==> config.mk <==
export PLATFORM = sky130hd
export DESIGN_NAME = scsi_sel_seq
export DESIGN_NICKNAME = d
export VERILOG_FILES = /design/src/rtl/scsi_sel_pkg.sv /design/src/rtl/sel_phase_timer.sv /design/src/rtl/sel_bus_free.sv /design/src/rtl/sel_id_logic.sv /design/src/rtl/scsi_sel_seq.sv
export SDC_FILE = /design/constraint.sdc
export NUM_CORES = 1
export LEC_CHECK = 0
export BUFFER_PORTS_ARGS = -buffer_cell sky130_fd_sc_hd__buf_4
export CAP_MARGIN = 10
export CORE_MARGIN = 4
export CORE_UTILIZATION = 35
export CTS_CLUSTER_SIZE = 25
export DETAILED_ROUTE_END_ITERATION = 10
export PLACE_DENSITY = 0.66
export SLEW_MARGIN = 20
export SYNTH_ARGS = -nofsm -noshare
export SYNTH_HDL_FRONTEND = slang
export SYNTH_SLANG_ARGS = --single-unit
==> constraint.sdc <==
create_clock -name clk -period 6.2 [get_ports clk]
set_input_delay 0.31 -clock clk [delete_from_list [all_inputs] [get_ports clk]]
set_output_delay 0.31 -clock clk [all_outputs]
set_load 0.02 [all_outputs]
==> src/rtl/scsi_sel_pkg.sv <==
// Shared types for the arbitration and selection sequencer.
package scsi_sel_pkg;

    // Completion codes reported on the result port.
    typedef enum logic [2:0] {
        RES_NONE    = 3'd0,
        RES_WON     = 3'd1,
        RES_LOST    = 3'd2,
        RES_ARB_TMO = 3'd3,
        RES_SEL_TMO = 3'd4,
        RES_RESEL   = 3'd5,
        RES_REQ_TMO = 3'd6
    } sel_result_e;

    // Sequencer phases, in the order they are walked.
    typedef enum logic [3:0] {
        ST_IDLE,
        ST_FREE,
        ST_ARB,
        ST_SETTLE,
        ST_SEL_A,
        ST_SEL_B,
        ST_WAIT_BSY,
        ST_HOLD,
        ST_WAIT_REQ
    } seq_state_e;

endpackage

==> src/rtl/sel_phase_timer.sv <==
// Cycle counter for one sequencer phase.
// Counts from zero after each clear; `last` is high in the cycle where the
// count equals limit-1. Assumes limit >= 1 and that the owner clears it
// before it could wrap.
module sel_phase_timer #(
    parameter int CNT_W = 16
) (
    input  logic             clk,
    input  logic             rst_n,
    input  logic             clr,
    input  logic [CNT_W-1:0] limit,
    output logic             last
);
    logic [CNT_W-1:0] cnt_q;

    // Count up, restarting on clear or reset.
    always_ff @(posedge clk) begin
        if (!rst_n || clr) cnt_q <= '0;
        else               cnt_q <= cnt_q + CNT_W'(1);
    end

    assign last = (cnt_q == limit - CNT_W'(1));
endmodule

==> src/rtl/sel_bus_free.sv <==
// Bus-idle qualifier.
// While enabled, counts consecutive cycles with BSY and SEL both released.
// `free_ok` is high in the cycle that completes `limit` such cycles. Any
// activity, or a drop of enable, restarts the count.
module sel_bus_free #(
    parameter int CNT_W = 8
) (
    input  logic             clk,
    input  logic             rst_n,
    input  logic             enable,
    input  logic             bus_bsy,
    input  logic             bus_sel,
    input  logic [CNT_W-1:0] limit,
    output logic             free_ok
);
    logic [CNT_W-1:0] cnt_q;
    logic             active;

    assign active = bus_bsy || bus_sel;

    // Track the length of the current idle stretch.
    always_ff @(posedge clk) begin
        if (!rst_n || !enable || active) cnt_q <= '0;
        else                             cnt_q <= cnt_q + CNT_W'(1);
    end

    assign free_ok = enable && !active && (cnt_q == limit - CNT_W'(1));
endmodule

==> src/rtl/sel_id_logic.sv <==
// ID decoding for arbitration and selection.
// Builds the one-hot own bit, the own|target selection pattern, and flags
// any data bit of higher priority (higher index) than the own ID.
// Assumes DATA_W is a power of two.
module sel_id_logic #(
    parameter int DATA_W = 8,
    localparam int ID_W  = $clog2(DATA_W)
) (
    input  logic [ID_W-1:0]   own_id,
    input  logic [ID_W-1:0]   targ_id,
    input  logic [DATA_W-1:0] bus_data,
    output logic [DATA_W-1:0] own_bit,
    output logic [DATA_W-1:0] sel_pattern,
    output logic              higher_seen
);
    logic [DATA_W-1:0] targ_bit;
    logic [DATA_W-1:0] above_mask;

    // One decoder slice per data line.
    for (genvar i = 0; i < DATA_W; i++) begin : g_line
        assign own_bit[i]    = (own_id  == ID_W'(i));
        assign targ_bit[i]   = (targ_id == ID_W'(i));
        assign above_mask[i] = (ID_W'(i) > own_id);
    end

    assign sel_pattern = own_bit | targ_bit;
    assign higher_seen = |(bus_data & above_mask);
endmodule

==> src/rtl/scsi_sel_seq.sv <==
// Initiator arbitration and selection sequencer (top).
// Waits for an idle bus, arbitrates with its own ID, selects the target with
// ATN raised before BSY is released, and reports one outcome per start.
// All bus outputs are pull requests for open-collector lines; bus inputs are
// the wired state including this block's own drive. Timing is in cycles.
module scsi_sel_seq
    import scsi_sel_pkg::*;
#(
    parameter int DATA_W       = 8,
    parameter int BUS_FREE_CYC = 8,
    parameter int ARB_DLY_CYC  = 24,
    parameter int SETTLE_CYC   = 12,
    parameter int DESKEW_CYC   = 4,
    parameter int SEL_TMO_CYC  = 2500,
    parameter int REQ_TMO_CYC  = 10000,
    parameter int ARB_TMO_CYC  = 10000,
    localparam int ID_W        = $clog2(DATA_W),
    localparam int LUN_W       = 3
) (
    input  logic              clk,
    input  logic              rst_n,
    input  logic              start,
    input  logic [ID_W-1:0]   init_id,
    input  logic [ID_W-1:0]   targ_id,
    input  logic [LUN_W-1:0]  lun,
    input  logic              bus_bsy_in,
    input  logic              bus_sel_in,
    input  logic              bus_io_in,
    input  logic              bus_req_in,
    input  logic [DATA_W-1:0] bus_data_in,
    output logic              drv_bsy,
    output logic              drv_sel,
    output logic              drv_atn,
    output logic              drv_data_en,
    output logic [DATA_W-1:0] drv_data,
    output logic              busy,
    output logic              done,
    output logic [2:0]        result,
    output logic              ident_valid,
    output logic [7:0]        ident_byte
);
    localparam int T_WAIT = (SEL_TMO_CYC > REQ_TMO_CYC) ? SEL_TMO_CYC : REQ_TMO_CYC;
    localparam int T_ARB  = (ARB_DLY_CYC > SETTLE_CYC) ? ARB_DLY_CYC : SETTLE_CYC;
    localparam int T_SHRT = (2 * DESKEW_CYC > T_ARB) ? 2 * DESKEW_CYC : T_ARB;
    localparam int PH_MAX = (T_WAIT > T_SHRT) ? T_WAIT : T_SHRT;
    localparam int PH_W   = $clog2(PH_MAX + 1);
    localparam int WD_W   = $clog2(ARB_TMO_CYC + 1);
    localparam int BF_W   = $clog2(BUS_FREE_CYC + 1);

    seq_state_e        state_q, state_d;
    sel_result_e       result_q, result_d;
    logic              finish;
    logic [ID_W-1:0]   iid_q, tid_q;
    logic [LUN_W-1:0]  lun_q;
    logic              done_q, ident_q, atn_keep_q;
    logic [PH_W-1:0]   ph_limit;
    logic              ph_clr, ph_last, wd_last, free_ok, higher_seen;
    logic [DATA_W-1:0] own_bit, sel_pattern;

    sel_id_logic #(.DATA_W(DATA_W)) u_ids (
        .own_id      (iid_q),
        .targ_id     (tid_q),
        .bus_data    (bus_data_in),
        .own_bit     (own_bit),
        .sel_pattern (sel_pattern),
        .higher_seen (higher_seen)
    );

    sel_bus_free #(.CNT_W(BF_W)) u_free (
        .clk     (clk),
        .rst_n   (rst_n),
        .enable  (state_q == ST_FREE),
        .bus_bsy (bus_bsy_in),
        .bus_sel (bus_sel_in),
        .limit   (BF_W'(BUS_FREE_CYC)),
        .free_ok (free_ok)
    );

    sel_phase_timer #(.CNT_W(WD_W)) u_watchdog (
        .clk   (clk),
        .rst_n (rst_n),
        .clr   (state_q != ST_FREE),
        .limit (WD_W'(ARB_TMO_CYC)),
        .last  (wd_last)
    );

    sel_phase_timer #(.CNT_W(PH_W)) u_phase (
        .clk   (clk),
        .rst_n (rst_n),
        .clr   (ph_clr),
        .limit (ph_limit),
        .last  (ph_last)
    );

    // Pick the length of the current phase.
    always_comb begin
        case (state_q)
            ST_ARB:      ph_limit = PH_W'(ARB_DLY_CYC);
            ST_SETTLE:   ph_limit = PH_W'(SETTLE_CYC);
            ST_SEL_A:    ph_limit = PH_W'(2 * DESKEW_CYC);
            ST_SEL_B:    ph_limit = PH_W'(DESKEW_CYC);
            ST_WAIT_BSY: ph_limit = PH_W'(SEL_TMO_CYC);
            ST_HOLD:     ph_limit = PH_W'(2 * DESKEW_CYC);
            ST_WAIT_REQ: ph_limit = PH_W'(REQ_TMO_CYC);
            default:     ph_limit = PH_W'(1);
        endcase
    end

    // Next phase and the outcome of a finishing attempt.
    always_comb begin
        state_d  = state_q;
        result_d = RES_NONE;
        finish   = 1'b0;
        case (state_q)
            ST_IDLE:     if (start) state_d = ST_FREE;
            ST_FREE: begin
                if (wd_last)      begin finish = 1'b1; result_d = RES_ARB_TMO; end
                else if (free_ok) state_d = ST_ARB;
            end
            ST_ARB: if (ph_last) begin
                if (higher_seen) begin finish = 1'b1; result_d = RES_LOST; end
                else             state_d = ST_SETTLE;
            end
            ST_SETTLE: if (ph_last) begin
                if (higher_seen) begin finish = 1'b1; result_d = RES_LOST; end
                else             state_d = ST_SEL_A;
            end
            ST_SEL_A:    if (ph_last) state_d = ST_SEL_B;
            ST_SEL_B:    if (ph_last) state_d = ST_WAIT_BSY;
            ST_WAIT_BSY: begin
                if (bus_sel_in && bus_io_in) begin finish = 1'b1; result_d = RES_RESEL; end
                else if (bus_bsy_in)         state_d = ST_HOLD;
                else if (ph_last)            begin finish = 1'b1; result_d = RES_SEL_TMO; end
            end
            ST_HOLD:     if (ph_last) state_d = ST_WAIT_REQ;
            ST_WAIT_REQ: begin
                if (bus_req_in)   begin finish = 1'b1; result_d = RES_WON; end
                else if (ph_last) begin finish = 1'b1; result_d = RES_REQ_TMO; end
            end
            default:     state_d = ST_IDLE;
        endcase
        if (finish) state_d = ST_IDLE;
    end

    assign ph_clr = (state_d != state_q) || (state_q == ST_IDLE);

    // Phase register, latched IDs, completion flags and ATN hand-off hold.
    always_ff @(posedge clk) begin
        if (!rst_n) begin
            state_q    <= ST_IDLE;
            result_q   <= RES_NONE;
            iid_q      <= '0;
            tid_q      <= '0;
            lun_q      <= '0;
            done_q     <= 1'b0;
            ident_q    <= 1'b0;
            atn_keep_q <= 1'b0;
        end else begin
            state_q <= state_d;
            done_q  <= finish;
            ident_q <= finish && (result_d == RES_WON);
            if (finish) result_q <= result_d;
            if (state_q == ST_IDLE && start) begin
                iid_q      <= init_id;
                tid_q      <= targ_id;
                lun_q      <= lun;
                atn_keep_q <= 1'b0;
            end else if (finish && result_d == RES_WON) begin
                atn_keep_q <= 1'b1;
            end
        end
    end

    // Bus pull requests decoded from the current phase.
    always_comb begin
        drv_bsy     = 1'b0;
        drv_sel     = 1'b0;
        drv_atn     = atn_keep_q;
        drv_data_en = 1'b0;
        drv_data    = '0;
        case (state_q)
            ST_ARB:      begin drv_bsy = 1'b1; drv_data_en = 1'b1; drv_data = own_bit; end
            ST_SETTLE:   begin drv_bsy = 1'b1; drv_sel = 1'b1; drv_data_en = 1'b1; drv_data = own_bit; end
            ST_SEL_A:    begin drv_bsy = 1'b1; drv_sel = 1'b1; drv_atn = 1'b1;
                               drv_data_en = 1'b1; drv_data = sel_pattern; end
            ST_SEL_B, ST_WAIT_BSY, ST_HOLD:
                         begin drv_sel = 1'b1; drv_atn = 1'b1;
                               drv_data_en = 1'b1; drv_data = sel_pattern; end
            ST_WAIT_REQ: drv_atn = 1'b1;
            default:     ;
        endcase
    end

    assign busy        = (state_q != ST_IDLE);
    assign done        = done_q;
    assign result      = result_q;
    assign ident_valid = ident_q;
    assign ident_byte  = {1'b1, {(8 - 1 - LUN_W){1'b0}}, lun_q};
endmodule

==> Yosys cells after proc, flatten, opt, wreduce, memory -nomap -nowiden <==
Index checks and enable logic that the tools add are counted.
{ "totals": {"ff_bits": 51, "input_bits": 24} }
{ "op_classes": {"add_sub_neg": 4, "magnitude_cmp": 8, "n_eq_ne": 28, "n_mux": 37, "bitwise_logic": 3, "n_reduce_logical": 27} }
{ "ops": {"columns": ["op", "n"], "rows": [
  ["$pmux W14 S6", 1],
  ["$mux W4", 13],
  ["$pmux W4 S9", 1],
  ["$add A14 B1 Y14 const B", 2],
  ["$eq A3 B3 Y1 const B", 8],
  ["$eq A4 B3 Y1 const B", 5],
  ["$mux W3", 6],
  ["$pmux W8 S2", 1],
  ["$eq A14 B14 Y1", 1],
  ["$eq A14 B14 Y1 const B", 1],
  ["$sub A14 B1 Y14 const B", 1],
  ["$eq A3 B2 Y1 const B", 4],
  ["$gt A3 B3 Y1 const A", 4],
  ["$pmux W3 S4", 1],
  ["$mux W1", 11],
  ["$reduce_or A5 Y1", 2],
  ["$eq A3 B1 Y1 const B", 3],
  ["$and A8 B8 Y8", 1],
  ["$eq A4 B2 Y1 const B", 2],
  ["$or A8 B8 Y8", 1],
  ["$reduce_or A8 Y1", 1],
  ["$gt A1 B3 Y1 const A", 2],
  ["$gt A2 B3 Y1 const A", 2],
  ["$logic_not A3 Y1", 2],
  ["other kinds (17)", 31]
]} }

==> Depth between registers and ports, before layout <==
{ "depth": {"depth_word": 13, "depth_mapped": 12, "ltp_nobuf": 10} }

==> Cells and area by module <==
From an unflattened synthesis, not the netlist that was laid out.
{ "hier_totals": {"hier_cells": 495, "hier_area_um2": 3854.9} }
{ "modules_own_cells": {"columns": ["mod", "instances", "cells_each", "area_each_um2"], "rows": [
  ["scsi_sel_seq", 1, 181, 1325.0],
  ["sel_phase_timer (u_phase)", 1, 126, 1049.8],
  ["sel_phase_timer (u_watchdog)", 1, 127, 1018.5],
  ["sel_bus_free", 1, 26, 241.5],
  ["sel_id_logic", 1, 35, 220.2]
]} }

==> Least setup slack after synthesis <==
No wires, ideal clock.
{ "synth_path": {"path_type": "reg2reg", "startpoint": "reg state_q[1]", "endpoint": "reg u_phase.cnt_q[0]", "setup_ns": 0.120, "t_arrival_ns": 2.761, "t_required_ns": 6.080, "setup_slack_ns": 3.320, "path_stages_with_launch": 13, "path_buffers": 3, "synth_period_minus_slack_ns": 2.880, "cell_sequence": "dfxtp_1 -> buf_6 -> o21ai_4 -> inv_2 -> or4_1 -> a32oi_1 -> and4_1 -> buf_6 -> mux2i_1 -> or4b_4 -> o2111ai_2 -> buf_6 -> nor2_1"} }
{ "synth_between": {"elab_chain_len": 13} }
{ "synth_rtl": {"columns": ["item", "line_no", "source"], "rows": [
  ["start: declaration", "scsi_sel_seq.sv:50", "seq_state_e state_q, state_d;"],
  ["start signal: assignment", "scsi_sel_seq.sv:159", "state_q <= state_d;"],
  ["$eq A4 B3 Y1", "scsi_sel_seq.sv:97, scsi_sel_seq.sv:114", null],
  ["$reduce_or A2 Y1 (no source line)", null, null],
  ["$pmux W14 S6", "scsi_sel_seq.sv:97", "case (state_q)"],
  ["$sub A14 B1 Y14", "sel_phase_timer.sv:22", "assign last = (cnt_q == limit - CNT_W'(1));"],
  ["$eq A14 B14 Y1", "sel_phase_timer.sv:22", null],
  ["$mux W1", "scsi_sel_seq.sv:133, scsi_sel_seq.sv:138", null],
  ["$mux W1", "scsi_sel_seq.sv:132", "else if (bus_bsy_in) state_d = ST_HOLD;"],
  ["$mux W1", "scsi_sel_seq.sv:131", "if (bus_sel_in && bus_io_in) begin finish = 1'b1; result_d = RES_RESEL; end"],
  ["$pmux W1 S4", "scsi_sel_seq.sv:114", "case (state_q)"],
  ["$mux W4", "scsi_sel_seq.sv:142", "if (finish) state_d = ST_IDLE;"],
  ["$ne A4 B4 Y1", "scsi_sel_seq.sv:145", "assign ph_clr = (state_d != state_q) || (state_q == ST_IDLE);"],
  ["$logic_or A1 B1 Y1 *", "scsi_sel_seq.sv:145", null],
  ["$logic_or A1 B1 Y1 *", "sel_phase_timer.sv:18", "if (!rst_n || clr) cnt_q <= '0;"],
  ["end signal: assignment", "sel_phase_timer.sv:19", "else cnt_q <= cnt_q + CNT_W'(1);"],
  ["end: declaration", "sel_phase_timer.sv:14", "logic [CNT_W-1:0] cnt_q;"]
]} }
Every way passes the cells marked *; elsewhere a longest branch is shown, timed or not.
A chain may end at the register's enable or synchronous reset.

==> Worst setup path after layout <==
{ "layout_path": {"startpoint": "reg state_q[2]", "endpoint": "reg u_phase.cnt_q[6]"} }
The elaborated chain is that of the path after synthesis.

==> reports/metrics.csv <==
metric,value,unit
fin_crit,4.15,ns
ys_types,60,
crit_start,state_q[2],
numCtsBuffers,5,
rr_startpoint,state_q[2],
clk_pin_slew,0.11,ns
hp-class,in -> reg,
hold_path_end,lun_q[1],
dp_hpwl,4770,um
async_flop_share,0,%
htree_levels,2,
grt_pass1_vias,2323,
antenna_cells,0,
num_vias,2543,
gp_congestion,0.822,
cts_hold_buffers,0,
drtPass1Iterations,5,
p_per_area,183,nW/um2
die_w,98.6,um
worstPathRequired,6.37,ns
nFillCells,819,
ios,50,
synthCells,354,
crit_arrival,4.31,ns
power_frac_comb,9.7,%
detail-route-antenna-nets,0,
final-hold-violation-count,0,
crit_fanout,23,
clock_latency,0.32,ns
drc_errors,0,
areaGrowthSynthToFinish,14.8,%
synth_seq_cells,51,
cts.sink_count,51,
tritoncts,yes,
swShare,26.7,%
internal_power,443,uW
worst_pin_slew,0.867,ns
clock.fmax,241,MHz
syn_area,2880,um2
status,"finished, final reports clean",
final_util,42.1,%
place_area,3210,um2
final-max-slew-violation-count,0,
synth_area_leaders,"dfxtp_1 (36%), nor2_1 (7.8%), xor2_1 (6.1%)",
num_rows,32,
power_leakage,1.30,nW
endpoint_kind,register,
num-nets-final,411,
wl,6410,um
cts_root_buf,clkbuf_8,
synthFlopType,dfxtp_1,
skew,0.0132,ns
fin_crit_sh,66.9,%
cts_resized,0,
rsz0062_at_grt,false,
fin_setup_tns,0,ns
sequentialPowerShare,56.7,%
drive_gt1_share,18.7,%
yosys.area.top_type,dfxtp_1,
synth_top_area_share,35.5,%
grt_pass1_wl,10900,um
drtIter0Drc,176,
viasPerCell,5.22,
die-area,9730,um2
holdPathStages,3,
irDropWorstVdd,82.6,uV
stdcell_area,3300,um2
yosysWarnings,0,
synth_most_common_cell,nor2_1,
io_buffers,43,
start_util,36.6,%
relSlewSlack,42.1,%
rr_worst_depth,8,
ff2ff_setup_slack,2.05,ns
post_cts_buffers,0,
grt_antenna_before_repair,0,
hp-start,lun[1],
timing.final.setup_violations,0,
switching_power,162,uW
post_drt_wl_per_cell,13.2,um
reg2reg_to,u_phase.cnt_q[6],
fp.dieH,98.6,um
cts_buffer_depth,2,
cp-start-kind,register,
synth_edf_count,0,
clockPowerShare,33.7,%
overflow,0,
drv_cap,0,
ys_seq_area_share,35.5,%
synth_area_per_cell,8.12,um2
worstSetupPathType,reg -> reg,
grt_start_max_net_pins,24,
coreArea,7850,um2
grtUsageTotal,13.2,%
synthTopCellsByCount,"nor2_1 (60), dfxtp_1 (51), nand2_1 (28)",
[placed cells by master, fill, tap and decap left out, types with 3 or more instances in the layout]
cell type and n:
a21oi_1 16, a221oi_1 3, a22oi_1 3, a31oi_1 5, and2_1 3, and3_1 6
buf_4 43, clkbuf_8 5, conb_1 5, dfxtp_1 51, ha_1 3, inv_1 6
mux2i_1 13, nand2_1 28, nand2b_1 4, nand3_1 17, nand3b_1 3, nand4_1 7
nor2_1 60, nor2_2 9, nor2b_1 5, nor3_1 6, nor4_1 3, o21ai_0 7
or2_2 3, or3_1 4, or4_1 4, xnor2_1 8, xor2_1 20
[area by class of cell]
| class | count | area [um2] | share of cell area, % |
|---|---|---|---|
| tap | 102 | 128 | 3.87 |
| multi-input combinational | 276 | 1710 | 51.8 |
| clock buffer | 5 | 68.8 | 2.08 |
| inverter | 7 | 26.3 | 0.796 |
| timing repair buffer | 43 | 323 | 9.78 |
| sequential | 51 | 1020 | 30.9 |
| clock inverter | 3 | 26.3 | 0.796 |
[metrics by stage]
| step | hold WS [ns] | setup slack [ns] | instances | total power, mW |
|---|---|---|---|---|
| floorplan | 0.418 | 3.32 | 357 | 0.389 |
| global placement | 0.428 | 2.17 | 479 | 0.407 |
| detailed placement | 0.440 | 2.08 | 479 | 0.408 |
| CTS | 0.223 | 2.06 | 487 | 0.611 |
| global route | 0.235 | 1.66 | 487 | 0.632 |
| finish | 0.227 | 2.05 | 487 | 0.604 |
[critical path, stage by stage (launching register included)]
cell       delay (ns)
dfxtp_1          0.90
nor2b_1          0.76
a221oi_1         0.23
xor2_1           0.20
and4_1           0.30
a21oi_1          0.51
o21ai_0          0.22
o2111ai_2        0.75
nor2_1           0.13
[power groups by stage]
stage	registers (mW)	logic (mW)	clock network [mW]
2_1_floorplan	0.346	0.0429	0
3_3_place_gp	0.349	0.0577	0
3_5_place_dp	0.350	0.0585	0
4_1_cts	0.342	0.0587	0.210
5_1_grt	0.344	0.0650	0.223
6_report	0.342	0.0584	0.204
[logic make-up (layout without fill, tap and decap cells)]
kind of cell | after synthesis | in the layout | share of synthesized area (%)
buf+inv | 30 | 58 | 5.44
compound gates | 52 | 52 | 12.5
mux | 14 | 14 | 4.92
simple gates | 174 | 174 | 31.5
other cells | 2 | 5 | 0.261
xor+xnor | 28 | 28 | 8.53
flops | 51 | 51 | 35.5
fa+ha+maj | 3 | 3 | 1.31
[flip-flops by register name, summed over array words and instances, names as in the netlist]
register,cells
u_phase.cnt_q,14
u_watchdog.cnt_q,14
state_q,4
u_free.cnt_q,4
iid_q,3
lun_q,3
result,3
tid_q,3
atn_keep_q,1
done,1
ident_valid,1
[how the worst max path moves through the flow]
stage / depth (start not counted) / endpoint / slack (ns)
floorplan: 12 / u_phase.cnt_q[0] / 3.32
global placement: 8 / u_phase.cnt_q[4] / 2.17
detailed placement: 8 / u_phase.cnt_q[6] / 2.08
CTS: 8 / u_phase.cnt_q[6] / 2.06
global route: 8 / u_phase.cnt_q[4] / 1.66
finish: 8 / u_phase.cnt_q[6] / 2.05
[layer usage]
| layer | routed length (um) | GRT usage [%] |
|---|---|---|
| met5 | 0 | 0 |
| met4 | 85 | 4.94 |
| met3 | 474 | 3.47 |
| met2 | 2780 | 20.5 |
| met1 | 3080 | 17.6 |
Power figures use the tool's default switching activity.
